--- config.mk ---
export PLATFORM = sky130hd
export DESIGN_NAME = trig_combiner
export DESIGN_NICKNAME = d
export VERILOG_FILES = /design/src/rtl/trig_combiner.sv
export SDC_FILE = /design/constraint.sdc
export NUM_CORES = 1
export LEC_CHECK = 0
export BUFFER_PORTS_ARGS = -buffer_cell sky130_fd_sc_hd__buf_2
export CORE_MARGIN = 5
export CORE_UTILIZATION = 56
export DETAILED_ROUTE_END_ITERATION = 6
export HOLD_SLACK_MARGIN = 0.02
export PLACE_DENSITY = 0.81
export SKIP_CTS_REPAIR_TIMING = 1
export SLEW_MARGIN = 10
export SYNTH_ARGS = -nofsm -noshare
export SYNTH_HDL_FRONTEND = slang
export SYNTH_SLANG_ARGS = --single-unit
--- constraint.sdc ---
create_clock -name clk -period 4.1 [get_ports clk]
set_clock_uncertainty 0.05 [all_clocks]
set_input_delay 0.41 -clock clk [delete_from_list [all_inputs] [get_ports clk]]
set_output_delay 0.41 -clock clk [all_outputs]
set_load 0.03 [all_outputs]
--- src/rtl/trig_combiner.sv ---
module trig_combiner #(
  parameter int NCH      = 4,
  parameter int WIN_W    = 4,
  parameter int ADDR_W   = 8,
  parameter logic [ADDR_W-1:0] CFG_ADDR = 8'h1E
) (
  input  logic              clk,
  input  logic              rst_n,
  input  logic              cfg_we,
  input  logic [ADDR_W-1:0] cfg_addr,
  input  logic [31:0]       cfg_wdata,
  input  logic              arm,
  input  logic [NCH-1:0]    comp_in,
  output logic              trig
);
  localparam int OR_LSB  = 16;
  localparam int AND_LSB = OR_LSB + 4;
  localparam int WIN_LSB = AND_LSB + 4;

  logic [NCH-1:0]   or_m, and_m, s1, s2, prev, edge_v, held;
  logic [WIN_W-1:0] win, win_eff, load;
  logic             armed, arm_q, or_hit, and_hit, fire;
  logic             unused_bits;

  wire cfg_sel = cfg_we && (cfg_addr == CFG_ADDR);
  assign unused_bits = ^{cfg_wdata[OR_LSB-1:0], cfg_wdata[31:WIN_LSB+WIN_W]};

  always_ff @(posedge clk or negedge rst_n)
    if (!rst_n) begin
      or_m  <= '0;
      and_m <= '0;
      win   <= WIN_W'(1);
    end else if (cfg_sel) begin
      or_m  <= cfg_wdata[OR_LSB  +: NCH];
      and_m <= cfg_wdata[AND_LSB +: NCH];
      win   <= cfg_wdata[WIN_LSB +: WIN_W];
    end

  always_ff @(posedge clk or negedge rst_n)
    if (!rst_n) {s1, s2, prev} <= '0;
    else begin
      s1   <= comp_in;
      s2   <= s1;
      prev <= s2;
    end

  assign edge_v  = s2 & ~prev;
  assign win_eff = (win == '0) ? WIN_W'(1) : win;
  assign load    = win_eff - WIN_W'(1);

  for (genvar i = 0; i < NCH; i++) begin : g_ch
    logic [WIN_W-1:0] cnt;
    always_ff @(posedge clk or negedge rst_n)
      if (!rst_n)         cnt <= '0;
      else if (edge_v[i]) cnt <= load;
      else if (cnt != '0) cnt <= cnt - WIN_W'(1);
    assign held[i] = edge_v[i] | (cnt != '0);
  end

  assign or_hit  = |(edge_v & or_m);
  assign and_hit = (and_m != '0) && ((held & and_m) == and_m) && |(edge_v & and_m);
  assign fire    = armed && arm && (or_hit || and_hit);

  always_ff @(posedge clk or negedge rst_n)
    if (!rst_n) begin
      arm_q <= 1'b0;
      armed <= 1'b0;
      trig  <= 1'b0;
    end else begin
      arm_q <= arm;
      trig  <= fire;
      if (!arm)               armed <= 1'b0;
      else if (arm && !arm_q) armed <= 1'b1;
      else if (fire)          armed <= 1'b0;
    end

  p_cfg_load_r1: assert property (@(posedge clk) disable iff (!rst_n)
    cfg_sel |=> (or_m == $past(cfg_wdata[OR_LSB +: NCH])) && (and_m == $past(cfg_wdata[AND_LSB +: NCH])));

  p_or_cause_r2: assert property (@(posedge clk) disable iff (!rst_n)
    (trig && $past(and_m == '0)) |-> $past(|(s2 & ~prev & or_m)));

  p_and_cause_r4: assert property (@(posedge clk) disable iff (!rst_n)
    (trig && $past((edge_v & or_m) == '0)) |-> $past((and_m != '0) && ((held & and_m) == and_m)));

  p_empty_masks_r7: assert property (@(posedge clk) disable iff (!rst_n)
    trig |-> $past((or_m != '0) || (and_m != '0)));

  p_one_cycle_r8: assert property (@(posedge clk) disable iff (!rst_n)
    trig |=> !trig);

  p_needs_arm_r8: assert property (@(posedge clk) disable iff (!rst_n)
    trig |-> ($past(arm) && !armed));
endmodule

# [After elaboration in Yosys (flattened, before gate mapping)]
# Index checks and enable logic that the tools add are counted.
[classes] n_addsub=5 n_eq_ne=3 n_mux=12 bitwise_logic=9 n_reduce_logical=20
[op_table] cell="$mux W4" count=9
[op_table] cell="$reduce_bool A4 Y1" count=5
[op_table] cell="$sub A4 B1 Y4 const B" count=5
[op_table] cell="$and A4 B4 Y4" count=4
[op_table] cell="$eq A8 B5 Y1 const B" count=1
[op_table] cell="$reduce_bool A2 Y1" count=4
[op_table] cell="$reduce_or A4 Y1" count=2
[op_table] cell="$logic_and A1 B1 Y1" count=6
[op_table] cell="$eq A4 B4 Y1" count=1
[op_table] cell="$logic_not A4 Y1" count=1
[op_table] cell="$not A4 Y4" count=1
[op_table] cell="$or A1 B1 Y1" count=4
[op_table] cell="$mux W1" count=3
[op_table] cell="$ne A3 B1 Y1 const B" count=1
[op_table] cell="$logic_not A1 Y1" count=1
[op_table] cell="$logic_or A1 B1 Y1" count=1
[totals] ff_bits=43 elab_cells=62

# [Longest topological paths before layout]
# Gate-level depths: netlist of run 1.
[logic_depth] ltp_word=12 ltp_mapped=7

# [Worst setup path after synthesis of run 1]
# No wires, ideal clock.
[synth_timing] path_kind="input to register" start="input cfg_addr[7]" end="register and_m[2]" setup_time_ns=0.125 arrival_time_ns=1.550 path_slack_ns=2.375 stages=5 path_cell_list="nor4bb_1 nand3b_1 nor3_2 buf_6 mux2_2"
[synth_via] elab_chain_len=2
[synth_rtl] element="from (decl)" line_no="10" text="input logic [ADDR_W-1:0] cfg_addr,"
[synth_rtl] element="$eq A8 B5 Y1" line_no="25" text="wire cfg_sel = cfg_we && (cfg_addr == CFG_ADDR);"
[synth_rtl] element="$logic_and A1 B1 Y1" line_no="25"
[synth_rtl] element="to (signal assigned)" line_no="35" text="and_m <= cfg_wdata[AND_LSB +: NCH];"
[synth_rtl] element="to (decl)" line_no="20" text="logic [NCH-1:0] or_m, and_m, s1, s2, prev, edge_v, held;"
# Every way passes these cells.
# A chain may end at the register's enable or synchronous reset.

# [Worst setup path in the final report of run 1]
[layout_timing] start="register g_ch[1].cnt[0]" end="register trig"
[layout_via] elab_chain_len=8
[layout_rtl] element="from (decl)" line_no="52" text="logic [WIN_W-1:0] cnt;"
[layout_rtl] element="from (signal assigned)" line_no="55" text="else if (edge_v[i]) cnt <= load;"
[layout_rtl] element="from (signal assigned)" line_no="56" text="else if (cnt != '0) cnt <= cnt - WIN_W'(1);"
[layout_rtl] element="$reduce_bool A4 Y1" line_no="57" text="assign held[i] = edge_v[i] | (cnt != '0);"
[layout_rtl] element="$or A1 B1 Y1" line_no="57"
[layout_rtl] element="$and A4 B4 Y4" line_no="61" text="assign and_hit = (and_m != '0) && ((held & and_m) == and_m) && |(edge_v & and_m);"
[layout_rtl] element="$eq A4 B4 Y1" line_no="61"
[layout_rtl] element="$logic_and A1 B1 Y1 (2 in series)" line_no="61"
[layout_rtl] element="$logic_or A1 B1 Y1" line_no="62" text="assign fire = armed && arm && (or_hit || and_hit);"
[layout_rtl] element="$logic_and A1 B1 Y1" line_no="62"
[layout_rtl] element="named net fire" line_no="22" text="logic armed, arm_q, or_hit, and_hit, fire;"
[layout_rtl] element="to (signal assigned)" line_no="71" text="trig <= fire;"
[layout_rtl] element="to (decl)" line_no="14" text="output logic trig"
# The timed path passes the listed nets, and every way through them passes these cells.

==> reports/results.tsv, run 1 <==
stage	metric	value	unit
status	outcome	completed	
logic_synthesis	synth.avg_cell_area	11.5	um2
worst_hold_path	worstHoldStart	comp_in[2]	
grt	grt_pass1_wl	6220	um
floorplan	initial_core_util	0.577	
logic_synthesis	synth-async-reset-ratio	1.00	
worst_hold_path	whs_path_depth	1	
logic_synthesis	synthAdderAreaFrac	0.0585	
placed_design	place_area	2110	um2
cts	cts_tree	done	
floorplan	die_h	68.6	um
floorplan	die-area	4710	um2
power	ir_drop	0.313	mV
final_layout	fin_util	0.648	
grt	grt_max_degree	44	
critical_path	reg2reg_depth	7	
cts	clk_pin_slew	0.12	ns
detailed_routing	wirelength	3570	um
placed_design	numPortBuffers	28	
logic_synthesis	synth-simple-area-share	0.139	
critical_path	reg2reg_slack	2.16	ns
detailed_routing	drc_errors	0	
power	p_leak	1.03	nW
critical_path	cp-startpoint	g_ch[1].cnt[0]$_DFFE_PN0P_	
timing	tns	0	ns
timing	slew_violations	0	
timing	setup_ws	2.16	ns
critical_path	crit_path_max_incr_delay	0.51	ns
timing	max_slew_margin	0.374	
floorplan	ios	49	
critical_path	cp.depth	7	
cts	clock_sinks	43	
detailed_routing	vias	1338	
cts	clock_latency	0.34	ns
timing	fmax	515	MHz
floorplan	dieWidth	68.6	um
critical_path	path_cells	inv_1, ha_1, nor3b_1, nand3_1, o21ai_0, o31ai_1, and3_1	
floorplan	core_area	3340	um2
logic_synthesis	synth.cell_area	1920	um2
final_layout	final_cell_area	2160	um2
worst_hold_path	hold_end	s1[2]$_DFF_PN0_	
cts	ctsHtreeMaxLevel	2	
placed_design	place_hpwl	2710	um
logic_synthesis	synth_seq_area_share	0.560	
logic_synthesis	synth_top_cell_by_area	dfrtp_1	
placed_design	place_ws	1.77	ns
final_layout	multi_input_area	798	um2
timing	finalSetupViolCount	0	
detailed_routing	drtAntennaViolNets	0	
cts	clockBufferDepth	2	
final_layout	register_area	1080	um2
detailed_routing	route.detailed.wl_per_inst	14.3	um
timing	rsz0062_at_grt	false	
detailed_routing	vias_per_cell	5.37	
logic_synthesis	synth-edff-count	0	
worst_hold_path	worst_hold_path_type	in2reg	
power	finalPower	1.17	mW
grt	gr-total-overflow	0	
logic_synthesis	synth_cells	168	
critical_path	reg2reg_to	trig$_DFF_PN0_	
logic_synthesis	synth_compound_area_frac	0.107	
critical_path	crit_path_top_delay_cell	nor3b_1	
cts	clockRootBuffer	clkbuf_4	
critical_path	cp_max_fo	5	
logic_synthesis	synthFlopType	dfrtp_1	
critical_path	cp.arrival	2.13	ns
critical_path	cp.buffers_inverters	1	
timing	hold_violations	0	
critical_path	startpoint_type	register	
logic_synthesis	muxShareOfSynthArea	0.0696	
logic_synthesis	syn_nets	225	
final_layout	nNetsFinal	259	
logic_synthesis	synthTopCellsByArea	dfrtp_1, mux2_2, ha_1	
job	max-cap-violations	0	
timing	worstMarginPinSlew	0.934	ns
critical_path	required	4.29	ns
final_layout	fillers	273	
critical_path	critical_path_class	reg2reg	
final_layout	syn2layout_area_growth	12.4	%
logic_synthesis	synth.yosys.warnings	0	
logic_synthesis	synth.distinct_cells	33	
timing	finalCritPeriodShare	0.474	
critical_path	r2r_start	g_ch[1].cnt[0]$_DFFE_PN0P_	
cts	cts-buffers-inserted	5	
placed_design	gp_congestion	0.829	
grt	grt_use_total	0.182	
logic_synthesis	synth_top_area_frac	0.546	
final_layout	diodes	0	
power	power_density	542	nW/um2
logic_synthesis	synthXorXnorAreaFrac	0.0410	
detailed_routing	firstDrtPassIters	4	
logic_synthesis	ys_seq_elements	43	
detailed_routing	drt_iter0_markers	52	
grt	grt_antenna_before_repair	0	
grt	grt_pass1_vias	1386	
critical_path	end_kind	register	
critical_path	crit_family	simple AND/OR/NAND/NOR gates	
floorplan	rows	21	
final_layout	drive_gt1_frac	0.251	
logic_synthesis	synth_top_family_by_area	simple AND/OR/NAND/NOR gates	
timing	fin_crit	1.94	ns
## cell usage after synthesis (2+ instances only)
cell / count
a22o_1: 2
a21oi_1: 14
nand2b_1: 4
xnor2_1: 7
ha_1: 9
a221oi_1: 2
inv_1: 10
or3_1: 6
o211ai_1: 2
o21ai_0: 9
nand2_1: 8
nor2b_1: 4
nor2_1: 12
nor3_1: 5
xor2_1: 2
dfrtp_1: 42
nand3_1: 4
mux2_2: 11
## power by group
group | switching (mW) | internal (mW) | leakage [nW]
logic | 0.214 | 0.186 | 0.471
registers | 0.0662 | 0.514 | 0.529
clock network | 0.128 | 0.0640 | 0.0347
## layout by cell type, fill, tap and decap left out, types with 2 or more instances in the layout
| master | n |
|---|---|
| a221oi_1 | 2 |
| nand2_1 | 8 |
| a22o_1 | 2 |
| nor2b_1 | 4 |
| clkbuf_4 | 5 |
| dfrtp_1 | 42 |
| nor2_1 | 12 |
| nand3_1 | 4 |
| a21oi_1 | 14 |
| clkinv_2 | 3 |
| o21ai_0 | 9 |
| or3_1 | 6 |
| o211ai_1 | 2 |
| buf_2 | 28 |
| mux2_2 | 11 |
| xor2_1 | 2 |
| inv_1 | 10 |
| nand2b_1 | 4 |
| ha_1 | 9 |
| nor3_1 | 5 |
| xnor2_1 | 7 |
## routing by layer
metal / vias to the layer above / GRT usage / wire length (um)
met5: - / 0 / 0
met4: 0 / 0.0943 / 104
met3: 10 / 0.0340 / 189
met2: 37 / 0.292 / 1790
met1: 639 / 0.235 / 1480
li1: 652 / - / -
## kinds of logic after synthesis
| group | after synthesis |
|---|---|
| multiplexers | 12 |
| adder cells (fa/ha/maj) | 9 |
| buffers and inverters | 11 |
| AO/OA/AOI/OAI | 34 |
| AND/OR/NAND/NOR | 50 |
| flip-flops | 43 |
| XOR/XNOR | 9 |
## worst reg2reg max path, delay by kind of cell (launching register included)
| family | cells | cell delay [ns] |
|---|---|---|
| AOI/OAI and AO/OA | 2 | 0.25 |
| adders and majority gates | 1 | 0.17 |
| buffers and inverters | 1 | 0.09 |
| DFF | 1 | 0.42 |
| and+or+nand+nor | 3 | 0.87 |
## flip-flops by register name, indices dropped and copies added, names as in the netlist
register,flops
trig,1
prev,4
or_m,4
s1,4
armed,1
s2,4
and_m,4
g_ch.cnt,16
win,4
arm_q,1
## worst max-delay path by stage
| stage | to |
|---|---|
| global route | armed$_DFFE_PN0P_ |
| CTS | or_m[1]$_DFFE_PN0P_ |
| global placement | or_m[3]$_DFFE_PN0P_ |
| finish | trig$_DFF_PN0_ |
| floorplan | and_m[2]$_DFFE_PN0P_ |
| detailed placement | or_m[1]$_DFFE_PN0P_ |
## through the flow
step,cells,hold WS (ns)
after floorplan,168,0.0644
after detailed placement,241,0.286
after global routing,249,0.0926
after CTS,249,0.103
final,249,0.114
after global placement,241,0.281
## layout make-up
cell class,instances,area share
Clock inverter,3,0.00694
Sequential cell,43,0.498
Multi-Input combinational cell,114,0.369
Clock buffer,5,0.0174
Tap cell,46,0.0266
Inverter,10,0.0174
Timing Repair Buffer,28,0.0648
(Power assumes the default switching activity.)
==> run 2, diff against run 1 <==
--- a/config.mk
+++ b/config.mk
@@ -7,10 +7,10 @@
 export LEC_CHECK = 0
 export BUFFER_PORTS_ARGS = -buffer_cell sky130_fd_sc_hd__buf_2
 export CORE_MARGIN = 5
-export CORE_UTILIZATION = 56
+export CORE_UTILIZATION = 52
 export DETAILED_ROUTE_END_ITERATION = 6
 export HOLD_SLACK_MARGIN = 0.02
-export PLACE_DENSITY = 0.81
+export PLACE_DENSITY = 0.75
 export SKIP_CTS_REPAIR_TIMING = 1
 export SLEW_MARGIN = 10
 export SYNTH_ARGS = -nofsm -noshare
==> constraint.sdc (replaced) <==
create_clock -name clk -period 2 [get_ports clk]
set_clock_uncertainty 0.05 [all_clocks]
set_input_delay 0.2 -clock clk [delete_from_list [all_inputs] [get_ports clk]]
set_output_delay 0.2 -clock clk [all_outputs]
set_load 0.03 [all_outputs]
==> run 2 against run 1 <==
  * Clock power rose to 3.3 times the previous value
  * Total power up 130%
  * Wire length up 2.9%
  * Critical path depth unchanged
  * Core utilization down 1.1 points
  * Critical endpoint unchanged
  * Cell area up 7.0%
  * Die area up 6.6%
  * Non-clock buffer count up 9
  * Flip-flop and latch count unchanged
  * Global-route usage down 1.7 points
==> reports/results.tsv, run 2 (same netlist as run 1, synthesis figures left out) <==
stage	metric	value	unit
placed_design	place_hpwl	2780	um
critical_path	end_kind	register	
final_layout	syn2layout_area_growth	20.3	%
cts	clock_latency	0.29	ns
critical_path	crit_path_top_delay_cell	dfrtp_1	
detailed_routing	vias_per_cell	5.33	
detailed_routing	wirelength	3680	um
grt	gr-total-overflow	0	
critical_path	cp.depth	7	
timing	finalCritPeriodShare	0.913	
placed_design	numPortBuffers	28	
timing	rsz0062_at_grt	false	
final_layout	drive_gt1_frac	0.245	
power	ir_drop	0.695	mV
critical_path	crit_family	simple AND/OR/NAND/NOR gates	
timing	slew_violations	0	
floorplan	dieWidth	70.8	um
worst_hold_path	whs_path_depth	3	
cts	clockRootBuffer	clkbuf_8	
floorplan	core_area	3630	um2
critical_path	reg2reg_depth	7	
critical_path	required	2.13	ns
timing	max_slew_margin	0.659	
detailed_routing	drc_errors	0	
final_layout	final_common_cell	dfrtp_1	
timing	setup_ws	0.175	ns
final_layout	largest_reg_flops	16	
status	outcome	completed	
timing	worstMarginPinSlew	0.507	ns
floorplan	ios	49	
critical_path	path_cells	inv_1, ha_1, nor3b_2, nand3_1, o21ai_0, o31ai_1, and3_1	
critical_path	critical_path_class	reg2reg	
power	power_density	1160	nW/um2
job	max-cap-violations	0	
cts	cts-buffers-inserted	5	
detailed_routing	drtAntennaViolNets	0	
timing	finalSetupViolCount	0	
power	p_leak	1.10	nW
final_layout	final_cell_mix	dfrtp_1, buf_2, a21oi_1	
floorplan	die_h	70.8	um
floorplan	initial_core_util	0.530	
grt	grt_pass1_wl	6490	um
detailed_routing	vias	1386	
critical_path	cp.arrival	1.96	ns
critical_path	cp_max_fo	4	
final_layout	fillers	301	
timing	fin_crit	1.83	ns
cts	cts_tree	done	
detailed_routing	drt_iter0_markers	39	
grt	grt_pass1_vias	1468	
detailed_routing	firstDrtPassIters	4	
critical_path	startpoint_type	register	
placed_design	gp_congestion	0.902	
critical_path	cp.buffers_inverters	1	
detailed_routing	route.detailed.wl_per_inst	14.1	um
critical_path	crit_path_max_incr_delay	0.41	ns
worst_hold_path	worst_hold_path_type	in2reg	
placed_design	place_ws	0.219	ns
cts	clockBufferDepth	2	
timing	fmax	548	MHz
cts	ctsHtreeMaxLevel	2	
final_layout	nNetsFinal	268	
grt	grt_max_degree	28	
grt	grt_antenna_before_repair	0	
final_layout	top_register	g_ch.cnt	
placed_design	place_area	2150	um2
timing	tns	0	ns
final_layout	final_cell_area	2310	um2
cts	clock_sinks	43	
cts	clk_pin_slew	0.08	ns
floorplan	die-area	5020	um2
floorplan	rows	22	
final_layout	diodes	0	
timing	hold_violations	0	
grt	grt_use_total	0.166	
[run 2: changes by cell type in the layout (fill, tap and decap cells not counted), sizes merged]
| cell | change |
|---|---|
| dlygate4sd3 | +6 |
| buf | +3 |
| clkbuf | +2 |
| bufinv | +1 |
| clkinv | -3 |
[run 2: routing by layer]
metal	GRT usage	vias to the layer above	part of all wire	wire length, um
met1	0.184	674	0.40	1470
met3	0.0526	8	0.056	207
met5	0	-	0	0
li1	-	670	-	-
met4	0.0564	0	0.021	77
met2	0.298	34	0.52	1920
[run 2: stage by stage]
step                      hold slack, ns   util  power [mW]  std cells
after detailed placement          0.0918  0.591        2.04        246
after global placement            0.0882  0.591        1.96        246
after global routing              0.0750  0.637        2.89        260
final                             0.0678  0.637        2.69        260
after CTS                         -0.224  0.621        2.70        254
after floorplan                   -0.146      -        1.81        168
[run 2: final timing paths]
path                       slack (ns)                        from                    endpoint
max                              0.17  g_ch[2].cnt[0]$_DFFE_PN0P_              trig$_DFF_PN0_
min in group asynchronous        0.32                       rst_n             s1[1]$_DFF_PN0_
min reg2reg                      0.30             s1[1]$_DFF_PN0_             s2[1]$_DFF_PN0_
min                              0.07               cfg_wdata[25]          win[1]$_DFFE_PN0P_
max in group asynchronous        1.11                       rst_n  g_ch[2].cnt[2]$_DFFE_PN0P_
max reg2reg                      0.17  g_ch[2].cnt[0]$_DFFE_PN0P_              trig$_DFF_PN0_
[run 2: power by group]
part | internal (mW) | leakage [nW] | switching (mW)
registers | 1.06 | 0.529 | 0.131
logic | 0.406 | 0.516 | 0.453
clock network | 0.373 | 0.0524 | 0.266
[run 2: cell type report]
cell class | count | area [um2] | area share
flip-flops and latches | 43 | 1080 | 0.465
multi-input cells | 114 | 798 | 0.345
repair buffers | 37 | 235 | 0.102
clock inverters | 1 | 30.0 | 0.0130
well taps | 48 | 60.1 | 0.0259
inverters | 10 | 37.5 | 0.0162
clock buffers | 7 | 76.3 | 0.0330
[run 2: worst min-delay path: stages]
cell and delay (ns):
buf_2 0.07, nand2_1 0.03, o21ai_0 0.06
==> run 3, diff against run 2 <==
==> constraint.sdc (replaced) <==
create_clock -name clk -period 1.7 [get_ports clk]
set_clock_uncertainty 0.05 [all_clocks]
set_input_delay 0.17 -clock clk [delete_from_list [all_inputs] [get_ports clk]]
set_output_delay 0.17 -clock clk [all_outputs]
set_load 0.05 [all_outputs]
==> run 3 against run 2 <==
  * Final cell count increased by 2.3%
  * Flip-flop and latch count unchanged
  * First-iteration DRC count rose by 38%
  * Sequential share of layout area down 1.0 points
  * Fmax grew 13%
  * Critical path type unchanged
  * Core utilization is 1.4 points higher
  * Wire length decreased by 0.35%
  * Register-to-register slack got worse by 0.09 ns
  * Via count up 1.2%
==> reports/results.tsv, run 3 (same netlist as run 1, synthesis figures left out) <==
stage	metric	value	unit
grt	grt_pass1_wl	6500	um
job	max-cap-violations	0	
detailed_routing	vias	1402	
timing	fmax	620	MHz
detailed_routing	drtAntennaViolNets	0	
grt	gr-total-overflow	0	
critical_path	critical_path_class	reg2reg	
floorplan	die-area	5020	um2
detailed_routing	vias_per_cell	5.27	
placed_design	numPortBuffers	28	
critical_path	reg2reg_depth	5	
cts	clockBufferDepth	2	
power	p_leak	1.13	nW
critical_path	cp-startpoint	s2[1]$_DFF_PN0_	
floorplan	die_h	70.8	um
cts	clock_latency	0.29	ns
placed_design	place_area	2170	um2
critical_path	startpoint_type	register	
timing	whs	0.0521	ns
floorplan	core_area	3630	um2
power	ir_drop	0.689	mV
final_layout	largest_reg_flops	16	
power	power_density	1320	nW/um2
timing	max_slew_margin	0.645	
critical_path	required	1.83	ns
grt	grt_antenna_before_repair	0	
timing	finalCritPeriodShare	0.949	
timing	fin_crit	1.61	ns
detailed_routing	drt_iter0_markers	54	
timing	rsz0062_at_grt	false	
detailed_routing	drc_errors	0	
grt	grt_use_total	0.168	
placed_design	gp_congestion	0.849	
grt	grt_pass1_vias	1532	
final_layout	top_register	g_ch.cnt	
cts	ctsHtreeMaxLevel	2	
floorplan	rows	22	
critical_path	r2r_start	s2[1]$_DFF_PN0_	
detailed_routing	firstDrtPassIters	4	
cts	clock_sinks	43	
timing	hold_violations	0	
placed_design	place_hpwl	2760	um
final_layout	diodes	0	
final_layout	final_cell_mix	dfrtp_1, buf_2, a21oi_1	
floorplan	initial_core_util	0.530	
final_layout	fillers	301	
floorplan	ios	49	
timing	slew_violations	0	
worst_hold_path	worst_hold_path_type	in2reg	
power	finalPower	3.13	mW
timing	worstMarginPinSlew	0.532	ns
critical_path	end_kind	register	
cts	clk_pin_slew	0.08	ns
detailed_routing	wirelength	3660	um
critical_path	reg2reg_slack	0.09	ns
status	outcome	completed	
cts	clockRootBuffer	clkbuf_8	
final_layout	final_cell_area	2370	um2
timing	finalSetupViolCount	0	
floorplan	dieWidth	70.8	um
final_layout	nNetsFinal	275	
final_layout	drive_gt1_frac	0.294	
final_layout	syn2layout_area_growth	23.0	%
timing	tns	0	ns
cts	cts_tree	done	
final_layout	fin_util	0.651	
critical_path	worstSetupEndpoint	trig$_DFF_PN0_	
detailed_routing	route.detailed.wl_per_inst	13.8	um
critical_path	reg2reg_to	trig$_DFF_PN0_	
critical_path	cp_max_fo	4	
grt	grt_max_degree	44	
final_layout	final_common_cell	dfrtp_1	
cts	cts-buffers-inserted	5	
critical_path	cp.arrival	1.74	ns
run 3: changes by cell type in the layout (fill, tap and decap cells not counted), sizes merged:
cell    before  now
bufinv       1    0
clkbuf       7    6
buf         31   38
clkinv       0    1
run 3: power breakdown:
part	leakage, nW	internal (mW)	switching (mW)
combinational	0.554	0.546	0.546
clock	0.0470	0.318	0.312
sequential	0.529	1.24	0.163
run 3: routing by layer:
layer  up-vias  track usage  part of all wire
li1        685            -                 -
met1       674        0.183              0.41
met2        35        0.302              0.52
met3         8       0.0511             0.052
met4         0       0.0668             0.018
met5         -            0                 0
run 3: final cells by class:
cell class / instances / area, um2 / share of cell area
Sequential cell: 43 / 1080 / 0.455
Multi-Input combinational cell: 114 / 828 / 0.350
Timing Repair Buffer: 44 / 275 / 0.116
Clock buffer: 6 / 82.6 / 0.0349
Tap cell: 48 / 60.1 / 0.0254
Inverter: 10 / 37.5 / 0.0159
Clock inverter: 1 / 5.00 / 0.00212
run 3: how the worst min path moves through the flow:
stage | startpoint | end | slack [ns] | depth (start not counted)
final | cfg_wdata[22] | and_m[2]$_DFFE_PN0P_ | 0.05 | 2
after global routing | cfg_wdata[22] | and_m[2]$_DFFE_PN0P_ | 0.04 | 2
after CTS | rst_n | prev[1]$_DFF_PN0_ | -0.10 | 2
after detailed placement | rst_n | prev[1]$_DFF_PN0_ | 0.22 | 2
after global placement | rst_n | s2[1]$_DFF_PN0_ | 0.21 | 2
after floorplan | rst_n | and_m[0]$_DFFE_PN0P_ | -0.18 | 0
run 3: per-stage QoR:
step	worst slack [ns]	cells
finish	0.0868	266
global route	0.00810	266
CTS	-0.0542	258
detailed placement	-0.0393	251
global placement	0.0643	251
floorplan	0.0449	168
run 3: critical path, stage by stage (launching register included):
cell	delay [ns]
dfrtp_1	0.40
nor2b_1	0.18
a22o_1	0.25
a221oi_1	0.30
o31ai_1	0.13
and3_1	0.20
